**src/rtl/dbs_pkg.sv**
```systemverilog
`timescale 1ns/1ps
package dbs_pkg;
   typedef enum logic [1:0] {TX_IDLE, TX_PRE, TX_PAIR, TX_POST} tx_state_e;
   typedef enum logic [1:0] {RX_IDLE, RX_WAIT, RX_CAPT} rx_state_e;

   function automatic int idx_width(input int n);
      return (n > 1) ? $clog2(n) : 1;
   endfunction
endpackage

```
**src/rtl/dbs_tx_path.sv**
```systemverilog
`timescale 1ns/1ps
module dbs_tx_path
   import dbs_pkg::*;
#(
   parameter int DW    = 8,
   parameter int BL    = 4,
   parameter int MW    = 1,
   parameter bit SHIFT = 1'b1
) (
   input  logic               clk,
   input  logic               rst_n,
   input  logic               start,
   input  logic [BL*DW-1:0]   data,
   input  logic [BL*MW-1:0]   mask,
   output logic               busy,
   output logic               stb_oe,
   output logic               stb_a,
   output logic               stb_b,
   output logic               dat_oe,
   output logic [DW-1:0]      dat_a,
   output logic [DW-1:0]      dat_b,
   output logic [MW-1:0]      msk_a,
   output logic [MW-1:0]      msk_b
);
   localparam int NP = BL / 2;
   localparam int IW = idx_width(NP);

   tx_state_e      state;
   logic [IW-1:0]  idx;
   logic           accept;
   logic           in_pair;
   logic [DW-1:0]  beat_a, beat_b;
   logic [MW-1:0]  bm_a, bm_b;

   assign accept  = start && (state == TX_IDLE);
   assign in_pair = (state == TX_PAIR);

   always_ff @(posedge clk) begin
      if (!rst_n) begin
         state <= TX_IDLE;
         idx   <= '0;
      end else begin
         case (state)
            TX_IDLE: if (accept) begin
               state <= TX_PRE;
               idx   <= '0;
            end
            TX_PRE:  state <= TX_PAIR;
            TX_PAIR: begin
               if (idx == IW'(NP - 1)) state <= TX_POST;
               else                    idx   <= idx + 1'b1;
            end
            default: state <= TX_IDLE;
         endcase
      end
   end

   generate
      if (SHIFT) begin : g_shift
         logic [BL*DW-1:0] sh_d;
         logic [BL*MW-1:0] sh_m;
         always_ff @(posedge clk) begin
            if (!rst_n) begin
               sh_d <= '0;
               sh_m <= '0;
            end else if (accept) begin
               sh_d <= data;
               sh_m <= mask;
            end else if (in_pair) begin
               sh_d <= sh_d >> (2 * DW);
               sh_m <= sh_m >> (2 * MW);
            end
         end
         assign beat_a = sh_d[0 +: DW];
         assign beat_b = sh_d[DW +: DW];
         assign bm_a   = sh_m[0 +: MW];
         assign bm_b   = sh_m[MW +: MW];
      end else begin : g_mux
         logic [BL*DW-1:0] hold_d;
         logic [BL*MW-1:0] hold_m;
         always_ff @(posedge clk) begin
            if (!rst_n) begin
               hold_d <= '0;
               hold_m <= '0;
            end else if (accept) begin
               hold_d <= data;
               hold_m <= mask;
            end
         end
         assign beat_a = hold_d[int'(idx) * 2 * DW +: DW];
         assign beat_b = hold_d[int'(idx) * 2 * DW + DW +: DW];
         assign bm_a   = hold_m[int'(idx) * 2 * MW +: MW];
         assign bm_b   = hold_m[int'(idx) * 2 * MW + MW +: MW];
      end
   endgenerate

   assign busy   = (state != TX_IDLE);
   assign stb_oe = busy;
   assign stb_a  = in_pair;
   assign stb_b  = 1'b0;
   assign dat_oe = in_pair;
   assign dat_a  = in_pair ? beat_a : '0;
   assign dat_b  = in_pair ? beat_b : '0;
   assign msk_a  = in_pair ? bm_a   : '0;
   assign msk_b  = in_pair ? bm_b   : '0;
endmodule

```
**src/rtl/dbs_lat_timer.sv**
```systemverilog
`timescale 1ns/1ps
module dbs_lat_timer #(
   parameter int RD_LAT   = 2,
   parameter int RD_SLACK = 1
) (
   input  logic clk,
   input  logic rst_n,
   input  logic start,
   input  logic run,
   output logic early,
   output logic expired
);
   localparam int LIM = RD_LAT + RD_SLACK;
   localparam int CW  = $clog2(LIM + 2);

   logic [CW-1:0] cnt;

   always_ff @(posedge clk) begin
      if (!rst_n)                          cnt <= '0;
      else if (start)                      cnt <= CW'(1);
      else if (run && (cnt != CW'(LIM)))   cnt <= cnt + 1'b1;
   end

   assign early   = (cnt < CW'(RD_LAT));
   assign expired = (cnt == CW'(LIM));
endmodule

```
**src/rtl/dbs_rx_capture.sv**
```systemverilog
`timescale 1ns/1ps
module dbs_rx_capture
   import dbs_pkg::*;
#(
   parameter int DW = 8,
   parameter int BL = 4
) (
   input  logic               clk,
   input  logic               rst_n,
   input  logic               cmd,
   input  logic               early,
   input  logic               expired,
   input  logic               stb_a,
   input  logic               stb_b,
   input  logic [DW-1:0]      dat_a,
   input  logic [DW-1:0]      dat_b,
   output logic               tmr_start,
   output logic               tmr_run,
   output logic               busy,
   output logic               done,
   output logic               err,
   output logic [BL*DW-1:0]   word
);
   localparam int NP = BL / 2;
   localparam int IW = idx_width(NP);

   rx_state_e        state;
   logic [IW-1:0]    idx;
   logic             prev_b;
   logic             rise, pair_ok, cap, last_pair;
   logic [IW-1:0]    slot;
   logic [BL*DW-1:0] stg, stg_n;

   assign rise      = stb_a && !prev_b;
   assign pair_ok   = rise && !stb_b;
   assign slot      = (state == RX_WAIT) ? '0 : idx;
   assign cap       = ((state == RX_WAIT) && pair_ok && !early) ||
                      ((state == RX_CAPT) && pair_ok);
   assign last_pair = (slot == IW'(NP - 1));

   generate
      for (genvar p = 0; p < NP; p++) begin : g_slot
         assign stg_n[p*2*DW +: 2*DW] = (cap && (slot == IW'(p))) ?
                                        {dat_b, dat_a} : stg[p*2*DW +: 2*DW];
      end
   endgenerate

   always_ff @(posedge clk) begin
      if (!rst_n) begin
         state  <= RX_IDLE;
         idx    <= '0;
         prev_b <= 1'b0;
         stg    <= '0;
         word   <= '0;
         done   <= 1'b0;
         err    <= 1'b0;
      end else begin
         prev_b <= stb_b;
         done   <= 1'b0;
         err    <= 1'b0;
         if (cap) stg <= stg_n;
         case (state)
            RX_IDLE: if (cmd) state <= RX_WAIT;
            RX_WAIT: begin
               if (rise) begin
                  if (early || stb_b) begin
                     err   <= 1'b1;
                     state <= RX_IDLE;
                  end else if (last_pair) begin
                     word  <= stg_n;
                     done  <= 1'b1;
                     state <= RX_IDLE;
                  end else begin
                     idx   <= IW'(1);
                     state <= RX_CAPT;
                  end
               end else if (expired) begin
                  err   <= 1'b1;
                  state <= RX_IDLE;
               end
            end
            RX_CAPT: begin
               if (!pair_ok) begin
                  err   <= 1'b1;
                  state <= RX_IDLE;
               end else if (last_pair) begin
                  word  <= stg_n;
                  done  <= 1'b1;
                  state <= RX_IDLE;
               end else begin
                  idx <= idx + 1'b1;
               end
            end
            default: state <= RX_IDLE;
         endcase
      end
   end

   assign tmr_start = cmd && (state == RX_IDLE);
   assign tmr_run   = (state == RX_WAIT);
   assign busy      = (state != RX_IDLE);
endmodule

```
**src/rtl/ddr_beat_strobe_path.sv**
```systemverilog
`timescale 1ns/1ps
module ddr_beat_strobe_path #(
   parameter int DW       = 8,
   parameter int BL       = 4,
   parameter int RD_LAT   = 2,
   parameter int RD_SLACK = 1,
   parameter bit TX_SHIFT = 1'b1,
   localparam int MW      = DW / 8
) (
   input  logic               clk,
   input  logic               rst_n,
   input  logic               tx_start,
   input  logic [BL*DW-1:0]   tx_data,
   input  logic [BL*MW-1:0]   tx_mask,
   output logic               tx_busy,
   output logic               tx_stb_oe,
   output logic               tx_stb_a,
   output logic               tx_stb_b,
   output logic               tx_dat_oe,
   output logic [DW-1:0]      tx_dat_a,
   output logic [DW-1:0]      tx_dat_b,
   output logic [MW-1:0]      tx_msk_a,
   output logic [MW-1:0]      tx_msk_b,
   input  logic               rx_cmd,
   input  logic               rx_stb_a,
   input  logic               rx_stb_b,
   input  logic [DW-1:0]      rx_dat_a,
   input  logic [DW-1:0]      rx_dat_b,
   output logic               rx_busy,
   output logic               rx_done,
   output logic               rx_err,
   output logic [BL*DW-1:0]   rx_word
);
   generate
      if ((DW < 8) || (DW % 8 != 0)) begin : g_bad_dw
         $error("DW must be a non-zero multiple of 8");
      end
      if ((BL < 2) || (BL % 2 != 0)) begin : g_bad_bl
         $error("BL must be even and at least 2");
      end
      if (RD_LAT < 1) begin : g_bad_lat
         $error("RD_LAT must be at least 1");
      end
      if (RD_SLACK < 0) begin : g_bad_slack
         $error("RD_SLACK must not be negative");
      end
   endgenerate

   logic early, expired, tmr_start, tmr_run;

   dbs_tx_path #(.DW(DW), .BL(BL), .MW(MW), .SHIFT(TX_SHIFT)) u_tx (
      .clk(clk), .rst_n(rst_n), .start(tx_start), .data(tx_data), .mask(tx_mask),
      .busy(tx_busy), .stb_oe(tx_stb_oe), .stb_a(tx_stb_a), .stb_b(tx_stb_b),
      .dat_oe(tx_dat_oe), .dat_a(tx_dat_a), .dat_b(tx_dat_b),
      .msk_a(tx_msk_a), .msk_b(tx_msk_b)
   );

   dbs_lat_timer #(.RD_LAT(RD_LAT), .RD_SLACK(RD_SLACK)) u_tmr (
      .clk(clk), .rst_n(rst_n), .start(tmr_start), .run(tmr_run),
      .early(early), .expired(expired)
   );

   dbs_rx_capture #(.DW(DW), .BL(BL)) u_rx (
      .clk(clk), .rst_n(rst_n), .cmd(rx_cmd), .early(early), .expired(expired),
      .stb_a(rx_stb_a), .stb_b(rx_stb_b), .dat_a(rx_dat_a), .dat_b(rx_dat_b),
      .tmr_start(tmr_start), .tmr_run(tmr_run), .busy(rx_busy),
      .done(rx_done), .err(rx_err), .word(rx_word)
   );
endmodule

```
**config.mk**
```make
export PLATFORM = sky130hd
export DESIGN_NAME = ddr_beat_strobe_path
export DESIGN_NICKNAME = d
export VERILOG_FILES = /design/src/rtl/dbs_pkg.sv /design/src/rtl/dbs_tx_path.sv /design/src/rtl/dbs_lat_timer.sv /design/src/rtl/dbs_rx_capture.sv /design/src/rtl/ddr_beat_strobe_path.sv
export SDC_FILE = /design/constraint.sdc
export NUM_CORES = 1
export LEC_CHECK = 0
export ABC_CLOCK_PERIOD_IN_PS = 2240
export BUFFER_PORTS_ARGS = -buffer_cell sky130_fd_sc_hd__buf_2
export CAP_MARGIN = 20
export CELL_PAD_IN_SITES_DETAIL_PLACEMENT = 1
export CELL_PAD_IN_SITES_GLOBAL_PLACEMENT = 1
export CORE_MARGIN = 8
export CORE_UTILIZATION = 38
export DETAILED_ROUTE_END_ITERATION = 16
export PLACE_DENSITY_LB_ADDON = 0.1
export SYNTH_ARGS = -nofsm -noshare
export SYNTH_HDL_FRONTEND = slang
export SYNTH_SLANG_ARGS = --single-unit
```
**constraint.sdc**
```tcl
create_clock -name clk -period 2.24 [get_ports clk]
set_input_delay 0.112 -clock clk [delete_from_list [all_inputs] [get_ports clk]]
set_output_delay 0.112 -clock clk [all_outputs]
set_load 0.01 [all_outputs]
```
Word level (Yosys, flattened, before mapping)
Cells that the tools add are included.
{ "word_totals": {"out_inout_bits": 58, "ff_bits": 112} }
{ "classes": {"order_cmp": 1, "n_eq_ne": 16, "bitwise_logic": 2, "addsub": 3, "n_mux": 48, "n_reduce_logical": 29} }
{ "op_table": {"columns": ["op", "count"], "rows": [
  ["2-to-1 mux 32 bit", 6],
  ["case mux 32 bit (2 select lines)", 1],
  ["2-to-1 mux 16 bit", 2],
  ["2-to-1 mux 1 bit", 20],
  ["2-to-1 mux 2 bit", 9],
  ["2-to-1 mux 8 bit", 2],
  ["case mux 2 bit (3 select lines)", 2],
  ["nonzero test 2 bit", 6],
  ["logical AND 1 bit", 10],
  ["2-to-1 mux 4 bit", 2],
  ["inequality test 2 x 1 -> 1 bit, second input constant", 4],
  ["inequality test 2 bit, second input constant", 4],
  ["case mux 1 bit (2 select lines)", 4],
  ["inequality test 3 x 2 -> 1 bit, second input constant", 2],
  ["AND reduction 6 bit", 1],
  ["== test 2 x 1 -> 1 bit, second input constant", 2],
  ["== test 2 bit, second input constant", 2],
  ["zero test 2 bit", 2],
  ["AND reduction 2 bit", 2],
  ["AND reduction 4 bit", 1],
  ["adder 3 x 1 -> 3 bit, second input constant", 1],
  ["== test 3 x 2 -> 1 bit, second input constant", 1],
  ["zero test 1 bit", 3],
  ["less-than comparator 3 x 2 -> 1 bit, second input constant", 1],
  ["other kinds (6)", 9]
]} }

Logic depth before layout (Yosys ltp)
Gate-level depths: netlist (run 1).
{ "depth": {"ltp_word": 12, "depth_mapped": 8, "mapped_depth_nobuf": 6} }

Cells and area by module
From an unflattened synthesis (run 1), not the netlist that was laid out.
{ "hier_totals": {"hier_cells": 482, "hier_area_um2": 4205.3} }
{ "by_module_without_submodules": {"columns": ["module", "cells_per_inst", "n_inst", "area_per_inst_um2"], "rows": [
  ["dbs_rx_capture", 260, 1, 2133.3],
  ["dbs_tx_path", 207, 1, 1913.1],
  ["dbs_lat_timer", 15, 1, 158.9]
]} }

Worst setup path before layout (run 1)
OpenSTA, ideal clock, no wires.
{ "synth_path": {"path_kind": "flip-flop to flip-flop", "startpoint": "register u_rx.state[1]", "endpoint": "register u_rx.word[13]", "path_slack_ns": 0.474, "path_stages_with_launch": 9, "path_buffers": 3, "period_less_slack_ns": 1.766, "setup_ns": 0.128, "arrival_ns": 1.638, "t_required_ns": 2.112, "cell_sequence": "dfxtp_1 -> inv_1 -> ha_1 -> buf_4 -> or4_4 -> buf_6 -> buf_6 -> nand3_2 -> o21ai_1"} }
{ "synth_via": {"elab_chain_len": 10, "elab_cells_between_ends": 20, "cone_classes": "5 x eq/ne; 7 x mux; 1 x bitwise; 7 x reduce/logical"} }
{ "synth_lines": {"columns": ["element", "line", "text"], "rows": [
  ["start: declaration", "dbs_rx_capture.sv:27", "rx_state_e state;"],
  ["start signal: assignment", "dbs_rx_capture.sv:50", "state <= RX_IDLE;"],
  ["start signal: assignment", "dbs_rx_capture.sv:63", "RX_IDLE: if (cmd) state <= RX_WAIT;"],
  ["start signal: assignment", "dbs_rx_capture.sv:68", "state <= RX_IDLE;"],
  ["== test 2 x 1 -> 1 bit", "dbs_rx_capture.sv:36, dbs_rx_capture.sv:37, dbs_rx_capture.sv:62", null],
  ["logical AND 1 bit (2 in a row)", "dbs_rx_capture.sv:37", "assign cap = ((state == RX_WAIT) && pair_ok && !early) ||"],
  ["logical OR 1 bit", "dbs_rx_capture.sv:37", null],
  ["logical AND 1 bit", "dbs_rx_capture.sv:43", "assign stg_n[p*2*DW +: 2*DW] = (cap && (slot == IW'(p))) ?"],
  ["2-to-1 mux 16 bit", "dbs_rx_capture.sv:43", null],
  ["2-to-1 mux 32 bit", "dbs_rx_capture.sv:69, dbs_rx_capture.sv:86", null],
  ["2-to-1 mux 32 bit", "dbs_rx_capture.sv:66", "if (early || stb_b) begin"],
  ["2-to-1 mux 32 bit", "dbs_rx_capture.sv:65", "if (rise) begin"],
  ["case mux 32 bit (2 select lines)", "dbs_rx_capture.sv:62", "case (state)"],
  ["end signal: assignment", "dbs_rx_capture.sv:70", "word <= stg_n;"],
  ["end signal: assignment", "dbs_rx_capture.sv:87", "word <= stg_n;"],
  ["end: declaration", "dbs_rx_capture.sv:22", "output logic [BL*DW-1:0] word"]
]} }
Several ways; a longest one is shown, not always the timed one. The select of a mux whose other input is x is not followed.
A chain may end at the register's enable or synchronous reset.

Worst setup path in the final report (run 1)
{ "layout_path": {"startpoint": "register u_rx.state[1]", "endpoint": "register u_rx.word[0]"} }
Same word-level chain as after synthesis.

==> impl_results.md, run 1 <==
* Ys async rst share at 0
* H-tree depth at 3
* CP peak stage delay at 0.87 ns
* Pleak at 2.46 nW
* Routed WL at 11,400 um
* Mapped Avg Cell Area at 9.21 um2
* Critical-path top delay cell: or4_4
* Crit start category: flip-flop
* Post-synthesis cell type count at 38
* # IOs at 116
* Tightest Hold Check Type: primary input to flip-flop
* Worst-path clk slew at 0.10 ns
* Final min period at 2.04 ns
* Outcome: completed
* Synth Cell Area at 4230 um2
* Worst Path Required at 2.47 ns
* Flops & latches, synth at 96
* Final hold viol count at 0
* Max Slew Vio Count at 0
* CTS tree: yes
* Worst-margin pin slew at 0.675 ns
* Die Wd at 121 um
* Post-synth EDFFs at 0
* Antenna-violating nets left at 0
* Sequential share of the synthesized area at 0.455
* Gpl congestion at 0.755
* Predominant post-synthesis flop cell: dfxtp_1
* Maximum clock path buffer count at 2
* Crit path cell chain: inv_1 > ha_1 > or4_4 > nand3_2 > o21ai_2
* Initial core utilization at 0.390
* Layout filler cell count at 1,287
* Die Footprint at 14,800 um2
* Synth-to-Final Area Change at 32.4%
* Number of max-cap violations at 0
* Vias in the first global route at 4,021
* Antenna cells at 0
* Clock sink count at 96
* Drt pass-1 iters at 4
* First-pass GRT wire length at 19,600 um
* Port Buffers at 114
* Worst rel slew slack at 0.550
* WL per Instance at 15.4 um
* Setup TNS at 0 ns
* RSZ-0062 raised after global routing: false
* Final count of negative-setup-slack endpoints at 0
* Core ar. at 10,800 um2
* Site Rows at 38
* Clk Latency, worst-skew pair at 0.36 ns
* Crit. End Element: flip-flop
* Post-Syn Nets at 525
* Area of placed instances at 4860 um2
* Synth warnings at 0
* Synthesized instance count at 459
* Final net count at 663
* Root buffer cell: clkbuf_8
* Worst Skew at 0.00933 ns
* GRT Overall Usage at 0.161
* Vias per cell at 4.94
* Total global routing overflow at 0
* PD cells at 869 nW/um2
* Total power at 4.86 mW
* Final period utilization at 0.909
* Residual DRC at 0
* Post-route cell area at 5600 um2
* Resized cells post-CTS at 0
* Largest net degree at the start of global routing at 50
* Post-detail-place hpwl at 7580 um
* Die height at 121 um
* Maximum vdd drop at 0.000360 V
* CTS Buf Count at 9
* Initial antenna violation count at 0
* Detailed Route Iter0 Violations at 223
* Fraction of layout cells with a size suffix above 1 at 0.277
* Crit path DAT at 2.27 ns
* Crit Path Max Fanout at 49
* F_max at 491 MHz
* Total number of vias at 3,666
* Setup CP Type: flip-flop to flip-flop
report_power, final:
group / leakage (nW) / internal, mW / switching [mW]
Combinational: 1.56 / 0.636 / 0.720
Sequential: 0.781 / 1.92 / 0.112
Clock: 0.126 / 0.856 / 0.622
Total: 2.46 / 3.41 / 1.45
placed cells by master (no fill, tap or decap), types with 4 or more instances in the layout:
cell type      count
a21boi_0          25
a21boi_1          11
and2_1            20
buf_2            113
buf_4              6
bufinv_16          4
clkbuf_8           9
dfxtp_1           96
dlygate4sd3_1     47
ha_1               7
inv_1             10
mux2i_1           22
nand2_1           94
nand3_1           16
nand3_2           16
nand3b_1          18
nor2_1             5
o211a_1           18
o21ai_0           19
o21ai_1           10
o21ai_2            7
state kept, by name, indices dropped and copies added (netlist names):
name	flops
u_rx.done	1
u_rx.idx	1
u_tx.state	2
u_rx.word	32
u_rx.stg	16
u_tx.g_shift.sh_d	32
u_rx.state	2
u_tmr.cnt	3
u_rx.err	1
u_tx.g_shift.sh_m	4
u_rx.prev_b	1
u_tx.idx	1
metal layers:
layer / GRT usage / part of all wire / vias to the layer above
li1: - / - / 1830
met1: 0.194 / 0.46 / 1746
met2: 0.271 / 0.47 / 81
met3: 0.0386 / 0.057 / 9
met4: 0.0601 / 0.011 / 0
met5: 0 / 0 / -
kinds of logic (layout without fill, tap and decap cells):
group           count (synthesis)  in the layout  share of synthesized area
simple gates                  178            178                      0.226
compound gates                101            101                      0.177
flops                          96             96                      0.455
buf+inv                        52            195                     0.0631
mux                            22             22                     0.0521
fa+ha+maj                       8              8                     0.0237
other cells                     1              1                   0.000887
xor+xnor                        1              1                    0.00207
worst paths after layout:
| kind | slack [ns] | depth (start not counted) | to | start |
|---|---|---|---|---|
| max reg2reg | 0.20 | 5 | u_rx.word[0] | u_rx.state[1] |
| max | 0.20 | 5 | u_rx.word[0] | u_rx.state[1] |
| min reg2reg | 0.46 | 2 | u_rx.word[8] | u_rx.word[8] |
| min | 0.02 | 3 | u_rx.stg[15] | rx_dat_b[7] |
layout make-up:
type                            count  area, um2  area share
Multi-Input combinational cell    311       2050       0.367
Sequential cell                    96       1920       0.343
Timing Repair Buffer              169       1140       0.204
Tap cell                          140        175      0.0313
Clock inverter                      7        144      0.0257
Clock buffer                        9        124      0.0221
Inverter                           10       37.5     0.00671
per-stage QoR:
step / setup slack, ns / utilization / hold slack, ns / cells
5_1_grt: 0.0410 / 0.516 / 0.00175 / 742
3_5_place_dp: 0.214 / 0.448 / 0.353 / 679
3_3_place_gp: 0.287 / 0.448 / 0.348 / 679
4_1_cts: 0.187 / 0.516 / 0.00230 / 742
6_report: 0.204 / 0.516 / 0.0164 / 742
2_1_floorplan: 0.474 / - / 0.234 / 459
cell usage after synthesis, types with 2 or more instances:
cell	count	area (um2)
o21ai_0	19	95.1
a21boi_0	25	188
buf_2	9	45.0
nand2_1	94	353
dfxtp_1	96	1920
mux2i_1	22	220
nand3b_1	18	135
clkbuf_1	21	78.8
inv_1	10	37.5
a211oi_1	2	15.0
o21ai_1	10	50.1
a21boi_1	11	82.6
buf_1	2	7.51
buf_4	4	30.0
buf_6	6	67.6
o211a_1	18	180
nand3_1	16	80.1
and2_1	20	125
a21oi_1	3	15.0
ha_1	8	100
o21ai_2	7	61.3
nand2b_1	3	18.8
nor2_1	5	18.8
nand3_2	16	160
what timing repair did:
action	4_1_cts	5_1_grt
hold buffers	47	0
endpoints found under the hold margin	56	0
setup buffers	0	0
worst max-delay path: cells and delay by family (launching register included):
kind                     cells  cell delay, ns
buffers and inverters        1            0.08
AND/OR/NAND/NOR              2            1.06
adder cells (fa/ha/maj)      1            0.31
AO/OA/AOI/OAI                1            0.06
flip-flops                   1            0.36
Note: power is estimated with default switching activity, not from simulation.
==> inputs of run 2 (changes only) <==
- RECOVER_POWER: default -> 100
==> run 2 against run 1 <==
Net effect: cell count unchanged; register-to-register slack about the same; design area down 2.8%; critical path depth stayed put; via count fell by 0.19%; utilization is 1.4 points lower; routed wire length about the same; fmax rose by 0.47%; die area unchanged; setup slack better by 0.0095 ns; sequential power barely moved; largest cell class unchanged.
==> impl_results.md, run 2 (synthesized netlist as in run 1, its figures left out) <==
* Synth-to-Final Area Change at 28.7%
* Worst rel slew slack at 0.617 (+0.0668)
* R2R Path Start: u_rx.state[1]
* Root buffer cell: clkbuf_8
* Die height at 121 um (unchanged)
* GRT Overall Usage at 0.161 (unchanged)
* Post-detail-place hpwl at 7580 um (unchanged)
* Max Slew Vio Count at 0 (unchanged)
* Worst Path Required at 2.48 ns (about the same)
* Most frequent cells in the layout: 96 x dfxtp_1, 94 x nand2_1, 64 x buf_2
* Vias in the first global route at 4,021 (unchanged)
* Routing usage on met1 at 0.194 (unchanged)
* Worst Hold Path EP: u_rx.stg[15]
* Routed WL at 11,400 um (about the same)
* Core ar. at 10,800 um2 (unchanged)
* Total power at 4.82 mW (-0.81%)
* Final count of negative-setup-slack endpoints at 0 (unchanged)
* Total number of vias at 3,659 (-0.19%)
* Hold Crit Depth at 3 (unchanged)
* Gpl congestion at 0.755 (unchanged)
* Maximum vdd drop at 0.000359 V (-0.31%)
* Final period utilization at 0.905 (-0.00424)
* CTS Buf Count at 9 (unchanged)
* Antenna cells at 0 (unchanged)
* H-tree depth at 3 (unchanged)
* Crit Path Max Fanout at 49 (unchanged)
* Worst R2R Setup Slack at 0.21 ns (about the same)
* Setup TNS at 0 ns (unchanged)
* Total global routing overflow at 0 (unchanged)
* Final hold viol count at 0 (unchanged)
* Largest net degree at the start of global routing at 50 (unchanged)
* Crit. End Element: flip-flop
* Largest registers: u_rx.word x32, u_tx.g_shift.sh_d x32, u_rx.stg x16
* Crit path DAT at 2.26 ns (about the same)
* R2R cell count at 5 (unchanged)
* Fraction of layout cells with a size suffix above 1 at 0.169 (-0.108)
* Crit start category: flip-flop
* Final worst slack at 0.214 ns (+0.00950 ns)
* Worst-margin pin slew at 0.575 ns (-0.100 ns)
* Outcome: completed
* Detailed Route Iter0 Violations at 210 (-5.8%)
* Drt pass-1 iters at 4 (unchanged)
* # IOs at 116 (unchanged)
* Clk Latency, worst-skew pair at 0.36 ns (about the same)
* Met3 usage at 0.0386 (unchanged)
* Setup CP Type: flip-flop to flip-flop
* Die Footprint at 14,800 um2 (unchanged)
* CP peak stage delay at 0.84 ns (-0.03 ns)
* Most common cell after layout, fill and taps aside: dfxtp_1
* Worst-path clk slew at 0.10 ns (about the same)
* Port Buffers at 114 (unchanged)
* Layout filler cell count at 1,313 (+2.0%)
* Worst Skew at 0.0122 ns (+0.00291 ns)
* HP Start: rx_dat_b[7]
* First-pass GRT wire length at 19,600 um (unchanged)
* WL per Instance at 15.4 um (about the same)
* Dpl ws at 0.214 ns (unchanged)
* F_max at 493 MHz (+0.47%)
* Number of max-cap violations at 0 (unchanged)
* Critical-path top delay cell: or4_4
* Vias per cell at 4.93 (-0.19%)
* Final min period at 2.03 ns (-0.00950 ns)
* Final std cells w/o fill at 742 (unchanged)
* Maximum clock path buffer count at 2 (unchanged)
* Initial core utilization at 0.390 (unchanged)
* Post-Place Cells at 679 (unchanged)
* RSZ-0062 raised after global routing: false
* Final net count at 663 (unchanged)
* Setup Buffers After CTS at 0 (unchanged)
* Clock sink count at 96 (unchanged)
* PD cells at 887 nW/um2 (+2.0%)
* Residual DRC at 0 (unchanged)
* CTS tree: yes
* Site Rows at 38 (unchanged)
* Crit path cell chain: inv_1 > ha_1 > or4_4 > nand3_1 > o21ai_2
* Pleak at 2.23 nW (-9.6%)
* Initial antenna violation count at 0 (unchanged)
* Tightest Hold Check Type: primary input to flip-flop
* Gr busiest metal: met2
* Routing usage on met2 at 0.271 (unchanged)
* Antenna-violating nets left at 0 (unchanged)
* Die Wd at 121 um (unchanged)
* RR Endpoint: u_rx.word[0]
run 2: timing repair:
action                                 4_1_cts  5_1_grt
resized for setup                            0        0
endpoints found under the hold margin       56        0
hold buffers                                47        0
run 2: layout make-up:
| class | instances | area, um2 | share of cell area |
|---|---|---|---|
| multi-input combinational | 311 | 1970 | 0.362 |
| sequential | 96 | 1920 | 0.353 |
| timing repair buffer | 169 | 1070 | 0.196 |
| tap | 140 | 175 | 0.0322 |
| clock inverter | 7 | 144 | 0.0264 |
| clock buffer | 9 | 124 | 0.0228 |
| inverter | 10 | 37.5 | 0.00690 |
run 2: layer usage:
layer | up-vias | share of wire | wire length, um
li1 | 1828 | - | -
met1 | 1735 | 0.45 | 5170
met2 | 86 | 0.48 | 5460
met3 | 10 | 0.057 | 645
met4 | 0 | 0.012 | 133
met5 | - | 0 | 0
run 2: power by group:
group	switching [mW]	total [mW]	internal (mW)
Sequential	0.113	2.03	1.92
Clock	0.623	1.48	0.856
Combinational	0.717	1.31	0.597
Total	1.45	4.82	3.37
run 2: through the flow:
stage               instance area [um2]  utilization  hold slack (ns)
global placement                   4860        0.448            0.348
CTS                                5600        0.516          0.00230
global route                       5440        0.502          0.00175
floorplan                          4230            -            0.234
detailed placement                 4860        0.448            0.353
finish                             5440        0.502           0.0245
run 2: worst max-delay path, delay by kind of cell (launching register included):
kind,cells,cell delay (ns)
DFF,1,0.36
buffers and inverters,1,0.08
and+or+nand+nor,2,1.05
adders and majority gates,1,0.31
AOI/OAI and AO/OA,1,0.07
run 2: worst max-delay path by stage:
stage / start / to / slack, ns / cells past startpoint
floorplan: u_rx.state[1] / u_rx.word[13] / 0.47 / 8
global placement: u_rx.state[1] / u_rx.word[4] / 0.29 / 5
detailed placement: u_rx.state[1] / u_rx.word[0] / 0.21 / 5
CTS: u_rx.state[1] / u_rx.stg[14] / 0.19 / 7
global route: u_rx.state[1] / u_rx.stg[14] / 0.04 / 7
finish: u_rx.state[1] / u_rx.word[0] / 0.21 / 5
==> inputs of run 3 (changes only) <==
- RECOVER_POWER: 100 -> 50
==> run 3 against run 2 <==
Net effect: worst hold slack got worse by 0.0097 ns; flip-flop and latch count unchanged; combinational power about the same; clock-buffer cell count did not move; utilization up 0.85 points; design area up 1.7%; setup slack got worse by 0.015 ns; via count is 0.16% higher; die area unchanged; fmax shrank 0.73%; critical path type unchanged; critical endpoint is now u_rx.word[15]; largest cell class unchanged.
==> impl_results.md, run 3 (synthesized netlist as in run 1, its figures left out) <==
* Final hold viol count at 0 (unchanged)
* Vias per cell at 4.94 (+0.16%)
* Maximum vdd drop at 0.000360 V (+0.19%)
* Pleak at 2.29 nW (+2.6%)
* Met2 WL at 5470 um (+0.15%)
* CP bufs+invs at 1 (unchanged)
* Routed WL at 11,400 um (-0.20%)
* Delay-heaviest family, CP: simple AND/OR/NAND/NOR gates
* Worst-path clk slew at 0.10 ns (about the same)
* GRT Overall Usage at 0.161 (unchanged)
* Clock power frac at 0.306 (about the same)
* PD cells at 873 nW/um2 (-1.5%)
* Antenna cells at 0 (unchanged)
* Number of max-cap violations at 0 (unchanged)
* CP peak stage delay at 0.86 ns (+0.02 ns)
* R2R Path Start: u_rx.state[1]
* H-tree depth at 3 (unchanged)
* Total number of vias at 3,665 (+0.16%)
* Final std cells w/o fill at 742 (unchanged)
* Drt pass-1 iters at 4 (unchanged)
* Layout filler cell count at 1,298 (-1.1%)
* Fraction of layout cells with a size suffix above 1 at 0.213 (+0.0432)
* Gpl congestion at 0.755 (unchanged)
* Outcome: completed
* Detailed Route Iter0 Violations at 218 (+3.8%)
* F_max at 490 MHz (-0.73%)
* Total global routing overflow at 0 (unchanged)
* Most frequent cells in the layout: 96 x dfxtp_1, 94 x nand2_1, 74 x buf_2
* Initial core utilization at 0.390 (unchanged)
* Clock sink count at 96 (unchanged)
* WL per Instance at 15.3 um (-0.20%)
* Residual DRC at 0 (unchanged)
* CTS Buf Count at 9 (unchanged)
* Largest net degree at the start of global routing at 50 (unchanged)
* P_sw at 1.45 mW (-0.17%)
* Total power at 4.83 mW (+0.14%)
* Post-detail-place hpwl at 7580 um (unchanged)
* Antenna-violating nets left at 0 (unchanged)
* Die Wd at 121 um (unchanged)
* Worst rel slew slack at 0.550 (-0.0662)
* # IOs at 116 (unchanged)
* Worst Path Required at 2.47 ns (about the same)
* Max Slew Vio Count at 0 (unchanged)
* Crit path cell chain: inv_1 > ha_1 > or4_4 > nand3_2 > o21ai_1
* Most common cell after layout, fill and taps aside: dfxtp_1
* Maximum clock path buffer count at 2 (unchanged)
* Top layer in use: met4
* Crit. End Element: flip-flop
* Core ar. at 10,800 um2 (unchanged)
* WL met1 at 5120 um (-0.89%)
* Largest registers: u_rx.word x32, u_tx.g_shift.sh_d x32, u_rx.stg x16
* Die Footprint at 14,800 um2 (unchanged)
* Final period utilization at 0.911 (+0.00667)
* Setup crit start: u_rx.state[1]
* HP Start: rx_dat_b[7]
* CTS tree: yes
* Synth-to-Final Area Change at 30.9%
* RSZ-0062 raised after global routing: false
* First-pass GRT wire length at 19,600 um (unchanged)
* Worst-margin pin slew at 0.674 ns (+0.0993 ns)
* Clk Latency, worst-skew pair at 0.36 ns (about the same)
* Switching share of power at 0.300 (-0.000939)
* Logic pwr share at 0.274 (+0.002)
* Setup Buffers After CTS at 0 (unchanged)
* Tightest Hold Check Type: primary input to flip-flop
* Post-Place Cells at 679 (unchanged)
* Final net count at 663 (unchanged)
* Site Rows at 38 (unchanged)
* Worst Skew at 0.00962 ns (-0.00262 ns)
* Port Buffers at 114 (unchanged)
* Power Internal at 3.38 mW (+0.28%)
* Setup CP Type: flip-flop to flip-flop
* Final min period at 2.04 ns (+0.0149 ns)
* Critical-path top delay cell: or4_4
* Final count of negative-setup-slack endpoints at 0 (unchanged)
* Root buffer cell: clkbuf_8
* Vias in the first global route at 4,021 (unchanged)
* Setup TNS at 0 ns (unchanged)
* Crit Path Max Fanout at 49 (unchanged)
* Crit start category: flip-flop
* Die height at 121 um (unchanged)
* Crit path DAT at 2.27 ns (about the same)
* Initial antenna violation count at 0 (unchanged)
* Met3 Wirelength at 685 um (+6.2%)
* Share of power burned in registers at 0.420 (about the same)
[run 3: worst register-to-register path, cell delays in order (launching register included)]
cell and delay [ns]:
dfxtp_1 0.36, inv_1 0.08, ha_1 0.31, or4_4 0.86
nand3_2 0.21, o21ai_1 0.07
[run 3: final timing paths]
path                                       to  slack [ns]  depth (start not counted)
worst min-delay path             u_rx.stg[15]        0.01                          3
worst min register to register  u_rx.word[15]        0.46                          2
worst max register to register  u_rx.word[15]        0.20                          5
worst max-delay path            u_rx.word[15]        0.20                          5
[run 3: stage by stage]
stage	hold slack, ns	utilization	area (um2)	setup WS (ns)
global placement	0.348	0.448	4860	0.287
finish	0.0148	0.511	5530	0.199
CTS	0.00230	0.516	5600	0.187
global route	0.00175	0.511	5530	0.0410
detailed placement	0.353	0.448	4860	0.214
floorplan	0.234	-	4230	0.474
[run 3: cell type report]
| class | count | area [um2] | share of cell area |
|---|---|---|---|
| multi-input combinational | 311 | 2050 | 0.371 |
| sequential | 96 | 1920 | 0.347 |
| timing repair buffer | 169 | 1080 | 0.195 |
| tap | 140 | 175 | 0.0317 |
| clock inverter | 7 | 144 | 0.0260 |
| clock buffer | 9 | 124 | 0.0224 |
| inverter | 10 | 37.5 | 0.00678 |
[run 3: power groups by stage]
stage	logic [mW]	clock network (mW)	registers, mW
floorplan	0.969	0	2.03
global placement	1.27	0	2.06
detailed placement	1.31	0	2.07
CTS	1.38	1.54	2.03
global route	1.49	1.61	2.06
finish	1.32	1.48	2.03
[run 3: routing by layer]
layer | GRT usage | vias to the layer above
li1 | - | 1833
met1 | 0.194 | 1737
met2 | 0.271 | 87
met3 | 0.0386 | 8
met4 | 0.0601 | 0
met5 | 0 | -
[run 3: repair_timing]
action,4_1_cts,5_1_grt
endpoints found under the hold margin,56,0
hold buffers,47,0
resized for setup,0,0
